**config.mk**
```make
export PLATFORM = sky130hd
export DESIGN_NAME = tagged_rx_queue
export DESIGN_NICKNAME = d
export VERILOG_FILES = /design/src/rtl/tagged_rx_queue_pkg.sv /design/src/rtl/trq_req_former.sv /design/src/rtl/trq_arbiter.sv /design/src/rtl/trq_store.sv /design/src/rtl/tagged_rx_queue.sv
export SDC_FILE = /design/constraint.sdc
export NUM_CORES = 1
export LEC_CHECK = 0
export ABC_AREA = 1
export ABC_CLOCK_PERIOD_IN_PS = 3300
export BUFFER_PORTS_ARGS = -buffer_cell sky130_fd_sc_hd__buf_2
export CORE_AREA = 10 10 302 304
export CTS_BUF_LIST = sky130_fd_sc_hd__clkbuf_2 sky130_fd_sc_hd__clkbuf_4 sky130_fd_sc_hd__clkbuf_8
export DETAILED_ROUTE_END_ITERATION = 7
export DIE_AREA = 0 0 312 314
export PLACE_DENSITY = 0.69
export SLEW_MARGIN = 20
export SYNTH_ARGS = -nofsm -noshare
export SYNTH_HDL_FRONTEND = slang
export SYNTH_HIERARCHICAL = 1
export SYNTH_SLANG_ARGS = --single-unit
```
**constraint.sdc**
```tcl
create_clock -name clk -period 3.3 [get_ports clk]
set_input_delay 0.495 -clock clk [delete_from_list [all_inputs] [get_ports clk]]
set_output_delay 0.495 -clock clk [all_outputs]
set_load 0.005 [all_outputs]
```
**src/rtl/tagged_rx_queue_pkg.sv**
```systemverilog
package tagged_rx_queue_pkg;

  localparam int WORD_W = 16;
  localparam int CHAR_W = 8;
  localparam int TAG_W  = 2;

  typedef struct packed {
    logic              valid;
    logic              ovr;
    logic              ferr;
    logic              perr;
    logic [1:0]        pad;
    logic [TAG_W-1:0]  line;
    logic [CHAR_W-1:0] chr;
  } entry_t;

  function automatic entry_t pack_entry(input logic [TAG_W-1:0] line,
                                        input logic [CHAR_W-1:0] chr,
                                        input logic ferr,
                                        input logic perr);
    entry_t e;
    e.valid = 1'b1;
    e.ovr   = 1'b0;
    e.ferr  = ferr;
    e.perr  = perr;
    e.pad   = 2'b00;
    e.line  = line;
    e.chr   = chr;
    return e;
  endfunction

endpackage

```
**src/rtl/trq_req_former.sv**
```systemverilog
module trq_req_former
  import tagged_rx_queue_pkg::*;
#(
  parameter int NUM_LINES = 4,
  localparam int REQ_N = 2 * NUM_LINES
) (
  input  logic                          loop_en,
  input  logic [NUM_LINES-1:0]          rx_valid,
  input  logic [NUM_LINES*CHAR_W-1:0]   rx_byte,
  input  logic [NUM_LINES-1:0]          rx_ferr,
  input  logic [NUM_LINES-1:0]          rx_perr,
  input  logic [NUM_LINES-1:0]          tx_done_valid,
  input  logic [NUM_LINES*CHAR_W-1:0]   tx_byte,
  output logic [REQ_N-1:0]              req,
  output logic [REQ_N-1:0][WORD_W-1:0]  words
);

  // Requester 2*l is line l's receiver, 2*l+1 its loopback source;
  // the arbiter's low-index-first rule gives the required ranking.
  for (genvar l = 0; l < NUM_LINES; l++) begin : g_line
    localparam logic [TAG_W-1:0] TAG = TAG_W'(l);
    assign req[2*l]     = rx_valid[l];
    assign req[2*l+1]   = tx_done_valid[l] & loop_en;
    assign words[2*l]   = pack_entry(TAG, rx_byte[l*CHAR_W +: CHAR_W],
                                     rx_ferr[l], rx_perr[l]);
    assign words[2*l+1] = pack_entry(TAG, tx_byte[l*CHAR_W +: CHAR_W],
                                     1'b0, 1'b0);
  end

endmodule

```
**src/rtl/trq_arbiter.sv**
```systemverilog
module trq_arbiter
  import tagged_rx_queue_pkg::*;
#(
  parameter int N = 8
) (
  input  logic [N-1:0]             req,
  input  logic [N-1:0][WORD_W-1:0] words,
  output logic [N-1:0]             grant,
  output logic                     any,
  output logic [WORD_W-1:0]        word
);

  always_comb begin
    logic found;
    found = 1'b0;
    grant = '0;
    word  = '0;
    for (int i = 0; i < N; i++) begin
      if (req[i] && !found) begin
        grant[i] = 1'b1;
        word     = words[i];
        found    = 1'b1;
      end
    end
  end

  assign any = |req;

endmodule

```
**src/rtl/trq_store.sv**
```systemverilog
module trq_store
  import tagged_rx_queue_pkg::*;
#(
  parameter int DEPTH = 64,
  localparam int PTR_W = $clog2(DEPTH),
  localparam int CNT_W = $clog2(DEPTH + 1)
) (
  input  logic              clk,
  input  logic              rst_n,
  input  logic              clr,
  input  logic              push_valid,
  input  logic [WORD_W-1:0] push_word,
  input  logic              rd_en,
  output logic [WORD_W-1:0] rd_data,
  output logic              rx_done
);

  localparam logic [CNT_W-1:0] FULL_CNT = CNT_W'(DEPTH);
  localparam logic [PTR_W-1:0] LAST_PTR = PTR_W'(DEPTH - 1);

  logic [WORD_W-1:0] mem [DEPTH];
  logic [PTR_W-1:0]  wptr, rptr;
  logic [CNT_W-1:0]  count;
  logic              acc, pop;

  assign acc = push_valid && (count != FULL_CNT) && !clr;
  assign pop = rd_en && (count != '0) && !clr;

  always_ff @(posedge clk) begin
    if (acc) mem[wptr] <= push_word;
  end

  always_ff @(posedge clk or negedge rst_n) begin
    if (!rst_n) begin
      wptr    <= '0;
      rptr    <= '0;
      count   <= '0;
      rx_done <= 1'b0;
      rd_data <= '0;
    end else if (clr) begin
      wptr    <= '0;
      rptr    <= '0;
      count   <= '0;
      rx_done <= 1'b0;
      rd_data <= '0;
    end else begin
      if (acc) wptr <= (wptr == LAST_PTR) ? '0 : wptr + 1'b1;
      if (pop) rptr <= (rptr == LAST_PTR) ? '0 : rptr + 1'b1;
      if (rd_en) rd_data <= pop ? mem[rptr] : '0;
      case ({acc, pop})
        2'b10:   count <= count + 1'b1;
        2'b01:   count <= count - 1'b1;
        default: count <= count;
      endcase
      if (acc)
        rx_done <= 1'b1;
      else if (rd_en && (count == '0 || count == CNT_W'(1)))
        rx_done <= 1'b0;
    end
  end

endmodule

```
**src/rtl/tagged_rx_queue.sv**
```systemverilog
module tagged_rx_queue
  import tagged_rx_queue_pkg::*;
#(
  parameter int NUM_LINES = 4,
  parameter int DEPTH     = 64
) (
  input  logic                         clk,
  input  logic                         rst_n,
  input  logic                         clr,
  input  logic                         loop_en,
  input  logic [NUM_LINES-1:0]         rx_valid,
  output logic [NUM_LINES-1:0]         rx_ready,
  input  logic [NUM_LINES*CHAR_W-1:0]  rx_byte,
  input  logic [NUM_LINES-1:0]         rx_ferr,
  input  logic [NUM_LINES-1:0]         rx_perr,
  input  logic [NUM_LINES-1:0]         tx_done_valid,
  output logic [NUM_LINES-1:0]         tx_done_ready,
  input  logic [NUM_LINES*CHAR_W-1:0]  tx_byte,
  input  logic                         rd_en,
  output logic [WORD_W-1:0]            rd_data,
  output logic                         rx_done
);

  localparam int REQ_N = 2 * NUM_LINES;

  logic [REQ_N-1:0]             req, grant;
  logic [REQ_N-1:0][WORD_W-1:0] words;
  logic                         any;
  logic [WORD_W-1:0]            word;

  trq_req_former #(.NUM_LINES(NUM_LINES)) u_former (
    .loop_en       (loop_en),
    .rx_valid      (rx_valid),
    .rx_byte       (rx_byte),
    .rx_ferr       (rx_ferr),
    .rx_perr       (rx_perr),
    .tx_done_valid (tx_done_valid),
    .tx_byte       (tx_byte),
    .req           (req),
    .words         (words)
  );

  trq_arbiter #(.N(REQ_N)) u_arb (
    .req   (req),
    .words (words),
    .grant (grant),
    .any   (any),
    .word  (word)
  );

  trq_store #(.DEPTH(DEPTH)) u_store (
    .clk        (clk),
    .rst_n      (rst_n),
    .clr        (clr),
    .push_valid (any),
    .push_word  (word),
    .rd_en      (rd_en),
    .rd_data    (rd_data),
    .rx_done    (rx_done)
  );

  for (genvar l = 0; l < NUM_LINES; l++) begin : g_ready
    assign rx_ready[l]      = grant[2*l];
    assign tx_done_ready[l] = grant[2*l+1] | ~loop_en;
  end

endmodule

```
Word level (Yosys, flattened, before mapping)
Memories as Yosys holds them, arrays and structs flattened.
Index checks and enable logic that the tools add are counted.
{ "word_totals": {"mem_count": 1, "ff_bits": 36, "word_cells": 92, "output_inout_bits": 25, "inputBits": 85, "ram_bits": 1024} }
{ "classes": {"mux": 38, "reduce_logical": 29, "n_eq_ne": 6, "n_bitwise": 9, "add_sub_neg": 4} }
{ "memory_table": {"columns": ["memory", "words", "width", "read_ports", "rd_clocked_by_memory_dff", "wr", "line", "source"], "rows": [
  ["u_store.mem", 64, 16, 1, 0, 1, "trq_store.sv:21", "logic [WORD_W-1:0] mem [DEPTH];"]
]} }
{ "ops": {"columns": ["cell", "count"], "rows": [
  ["16-bit two-way mux", 11],
  ["6-bit two-way mux", 6],
  ["1-bit two-way mux", 19],
  ["7-bit case mux with 2 select lines", 1],
  ["6-bit by 1-bit adder with 6-bit output (second input constant)", 2],
  ["6-bit equality test (second input constant)", 2],
  ["1-bit logical AND", 12],
  ["1-bit logical NOT", 8],
  ["8-bit OR reduction", 1],
  ["7-bit by 1-bit adder with 7-bit output (second input constant)", 1],
  ["7-bit by 1-bit equality test with 1-bit output (second input constant)", 1],
  ["7-bit logical NOT", 1],
  ["7-bit two-way mux", 1],
  ["7-bit != test (second input constant)", 1],
  ["7-bit nonzero test", 1],
  ["7-bit by 1-bit subtractor with 7-bit output (second input constant)", 1],
  ["2-bit nonzero test", 3],
  ["3-bit nonzero test", 2],
  ["1-bit AND", 4],
  ["1-bit OR", 4],
  ["2-bit by 1-bit equality test with 1-bit output (second input constant)", 1],
  ["2-bit equality test (second input constant)", 1],
  ["1-bit logical OR", 1],
  ["1-bit NOT", 1]
]} }

Depth between registers and ports, before layout
{ "logic_depth": {"depth_word": 23, "depth_mapped": 15, "depth_no_buf": 13} }

Modules after synthesis
Netlist, hierarchy kept.
{ "by_module_without_submodules": {"columns": ["module", "seq_area_each_um2", "cells_each", "n_inst", "area_per_inst_um2"], "rows": [
  ["trq_store", 31650.4, 3753, 1, 43339.1],
  ["trq_arbiter", 0.0, 282, 1, 1308.8],
  ["trq_req_former", 0.0, 142, 1, 1028.5],
  ["tagged_rx_queue", 0.0, 8, 1, 30.0]
]} }

Worst setup path before layout
No wires, ideal clock.
{ "synth_path": {"path_kind": "in2reg", "startpoint": "input port rx_valid[0]", "endpoint": "memory u_store.mem[11][0], enable pin", "setup_time_ns": 0.389, "slack_ns": 0.430, "cell_stages": 11, "arrival_ns": 2.482, "path_cell_list": "buf_4 > buf_4 > nor2_8 > nand2_4 > nor3_4 > buf_4 > nand3_1 > nand3_2 > inv_2 > nand4_1 > nor2_1"} }
{ "synth_between": {"elab_chain_len": 5} }
{ "synth_lines": {"columns": ["item", "line", "source"], "rows": [
  ["start, declared", "tagged_rx_queue.sv:11", "input logic [NUM_LINES-1:0] rx_valid,"],
  ["8-bit OR reduction", "trq_arbiter.sv:27", "assign any = |req;"],
  ["named net any", "tagged_rx_queue.sv:28", "logic any;"],
  ["1-bit logical AND (2 in series)", "trq_store.sv:26", "assign acc = push_valid && (count != FULL_CNT) && !clr;"],
  ["1-bit two-way mux", "trq_store.sv:30", "if (acc) mem[wptr] <= push_word;"],
  ["1-bit two-way mux (implied by the code)", "trq_store.sv:30", null],
  ["end, declared", "trq_store.sv:21", null]
]} }
The timed path passes the listed nets, and every way through them passes these cells.

Worst setup path in the final report
{ "layout_path": {"startpoint": "register u_store.count[0]", "endpoint": "memory u_store.mem[51][1], enable pin"} }
{ "layout_between": {"elab_chain_len": 5} }
{ "layout_lines": {"columns": ["item", "line", "source"], "rows": [
  ["start, declared", "trq_store.sv:23", "logic [CNT_W-1:0] count;"],
  ["start signal, assigned", "trq_store.sv:51", "2'b10: count <= count + 1'b1;"],
  ["start signal, assigned", "trq_store.sv:52", "2'b01: count <= count - 1'b1;"],
  ["start signal, assigned", "trq_store.sv:53", "default: count <= count;"],
  ["7-bit != test", "trq_store.sv:26", null],
  ["1-bit logical AND (2 in series)", "trq_store.sv:26", null],
  ["1-bit two-way mux", "trq_store.sv:30", null],
  ["1-bit two-way mux (implied by the code)", "trq_store.sv:30", null]
]} }
Every way passes these cells.

==> summary by stage <==
Synthesis
The synthesized netlist occupies a cell area of 45700 µm². Synthesis inferred 1060 register bits. After Yosys synthesis, XOR and XNOR cells account for 0.268% of the synthesized area.

The number of synthesis warnings is 6. The portion of netlist area occupied by mux cells is 0%. After synthesis, the largest family of logic cells by area is simple AND/OR/NAND/NOR gates.

The count of different cell masters after synthesis is 32. The synthesized netlist devotes 0.164% of its cell area to adder and majority cells. The synthesized netlist devotes 0.350% of its cell area to compound gates.

The share of the Yosys chip area taken by registers is 69.2%. A synthesized cell averages 10.9 µm². In the synthesized netlist, the number of instances is 4185.

The synthesized netlist devotes 24.3% of its cell area to simple gates.

Routing
For this run, design rule violations remaining after detail routing come to 0. The number of iterations in the first detailed-routing pass is 6. Dividing the detail-routed via count by the number of cells gives 5.51.

The iteration-0 DRC count of the detailed router is 3605. After detailed routing, the average wire length per cell comes to 20.9 µm. The routed wire length is 116 mm. Once detail routing completed, the nets flagged for antenna violations numbered 0. The total vias in the final route is 30700.

STA
The pin slew with the least headroom to its limit is 0.872 ns. The final number of hold-violating endpoints is 0. Derived from the worst setup path, the maximum achievable clock frequency is 346 MHz. Of the available clock period, the critical path in the final layout requires 87.5%.

The sum of negative setup slack is 0 ns. Headroom to the max-slew limit came out at 41.8%. Setup repair after global routing left no endpoint under its margin. The number of slew-limit violations in the final report is 0. The final number of setup-violating endpoints is 0. The final critical path time including I/O delays and setup is 2.89 ns. For the final database, setup skew stands at 0.0380 ns.

Floorplan
The floorplan step defined a die boundary enclosing 98000 µm². The core footprint is 84900 µm². The number of placement rows is 107.

The initial core utilization is 53.8%. The die is 312 µm wide. The die outline height is 314 µm.

110 I/O pins were placed.

Setup path
Of all nets on the critical path, the largest fanout is 12. The maximum single-stage delay on the critical path is 0.43 ns. In this design, the largest share of critical-path delay is due to simple AND/OR/NAND/NOR gates. The worst setup path is captured at a flop. For the worst setup path, the data required time is 3.80 ns. The standard cell with the maximum stage delay on the critical path is dfrtp_1. The critical path contains buffers and inverters numbering 4 combined.

The type of the worst setup path is reg2reg. Traced cell by cell, the critical path runs through inv_1, ha_1, nand4_1, nand3_2, inv_2, nand4_1, buf_4, nor2_1, buf_4. The type of origin of the critical path is a flop. Data on the critical path arrives at its endpoint at 3.38 ns.

Clock tree
The number of buffers added for setup after CTS is 0. The CTS root buffer is clkbuf_8. The number of clock sinks seen by CTS is 1060. The H-tree level count is 4.

The worst-skew pair later-pin latency is 0.83 ns. The clock tree from TritonCTS is yes. The clock passes through at most 3 buffers. Clock tree synthesis inserted a total of 163 buffers. Clock-pin slew was measured on the worst setup and hold paths at 0.06 ns.

Global routing
The total global routing overflow is 0. The via count of the first global-routing pass was 29200. The global routing usage summed across all routing layers is 23.4%. The initial antenna violation count is 3. Entering global routing, the biggest net connects 155 pins. The first global-routing pass estimated 176 mm of wire.

Power and ir drop
The total power divided by cell area is 641 nW/µm². Total power for the finished layout comes to 32.3 mW. The worst-case IR drop observed on VDD is 0.000528 V.

Summed over all cells, the static leakage comes to 19.2 nW.

Place
Summing all placed instances gives a cell area of 47300 µm². The sum of net half-perimeters after detailed placement is 68.4 mm. At the end of routability-driven placement, the weighted congestion stood at 0.912. The count of buffers added on input and output ports is 109.

Finish
The leading cell type in the layout, fill and taps excluded is nand2_1. In the layout the commonest cells are 1526 x nand2_1, 1024 x edfxtp_1, 874 x nand3_1. The fraction of layout cells with a size suffix above 1 is 12.5%. The area growth from synthesis to layout is 10.3%. Summing all non-filler instances in the final layout gives an area of 50400 µm². In the final design database the tool counted 4390 nets.

Worst hold path
The class of the worst hold path is in2reg.

Flow run
The max capacitance violation total is 0.

Run status
The flow ran to the end, and the final reports show no timing, DRC or antenna violations.
per-stage QoR:
| step | setup slack [ns] | utilization [%] | instances | hold slack (ns) |
|---|---|---|---|---|
| after floorplan | 0.430 | - | 4239 | 0.199 |
| after global placement | 0.169 | 55.7 | 5276 | 0.461 |
| after detailed placement | 0.122 | 55.7 | 5276 | 0.461 |
| after CTS | 0.521 | 59.4 | 5558 | 0.0790 |
| after global routing | 0.354 | 59.4 | 5559 | 0.0945 |
| final | 0.412 | 59.4 | 5561 | 0.130 |
where the power goes:
group / switching, mW / internal [mW] / leakage (nW)
registers: 0.146 / 15.2 / 9.74
clock network: 5.02 / 5.40 / 1.64
logic: 4.78 / 1.79 / 7.87
cell usage after synthesis (all sizes together):
cell	n	area share, %
nor3	5	0.079
dfrtp	36	2.0
nand3	888	9.7
nand2	1530	13
clkinv	3	0.025
o31ai	1	0.016
inv	82	0.67
a21oi	3	0.033
buf	332	4.6
xor2	10	0.19
xnor2	4	0.077
nand4	40	0.55
o22ai	9	0.12
edfxtp	1024	67
nor4	1	0.047
o21ai	15	0.16
conb	2	0.016
a31oi	1	0.014
nor2	151	1.3
clkbuf	42	0.34
ha	6	0.16
cells by family after synthesis:
logic type | Yosys count
buffers and inverters | 459
adder cells (fa/ha/maj) | 6
AND/OR/NAND/NOR | 2615
other | 2
AO/OA/AOI/OAI | 29
XOR/XNOR | 14
flip-flops | 1060
layout make-up:
type                       count  area, µm²
timing repair buffer         269       2100
inverter                      85        337
tap                         1144       1430
clock inverter                61        427
sequential                  1060      31700
fill                        6960      34500
multi-input combinational   2720      11800
clock buffer                 219       2680
antenna                        3       7.51
routing by layer:
layer	wire length, µm	part of all wire (%)	track usage, %
met5	7	0.0060	0
met4	4030	3.5	9.46
met3	9530	8.2	4.68
met2	54700	47	36.9
met1	48200	41	31.8
registers in the layout, summed over array words and instances (netlist names):
name / count
u_store/count: 7
u_store/rd_data: 16
u_store/mem: 1024
u_store/rptr: 6
u_store/rx_done: 1
u_store/wptr: 6
timing repair:
action | in CTS | in global routing
resized for setup | 0 | 0
hold buffers | 2 | 0
endpoints found under the hold margin | 37 | 0
worst register-to-register path: cells and delay by family, from the launching register on:
kind          cells  cell delay (ns)
simple gates      4             1.02
buf+inv           4             0.86
fa+ha+maj         1             0.25
flops             1             0.43
path summary, 6_finish.rpt:
check                                                 from                         endpoint  slack, ns  depth (start not counted)
max                           u_store/count[0]$_DFFE_PN0P_     u_store/mem[51][1]$_DFFE_PP_       0.41                          9
min                                                    clr      u_store/rptr[0]$_DFFE_PN0P_       0.13                          4
max reg2reg                   u_store/count[0]$_DFFE_PN0P_     u_store/mem[51][1]$_DFFE_PP_       0.41                          9
min reg2reg                u_store/rd_data[14]$_DFFE_PN0P_  u_store/rd_data[14]$_DFFE_PN0P_       0.48                          2
max in group asynchronous                            rst_n      u_store/rptr[0]$_DFFE_PN0P_       2.33                          2
min in group asynchronous                            rst_n      u_store/rx_done$_DFFE_PN0P_       0.32                          2
No activity file was read; power rests on OpenSTA's default activity.
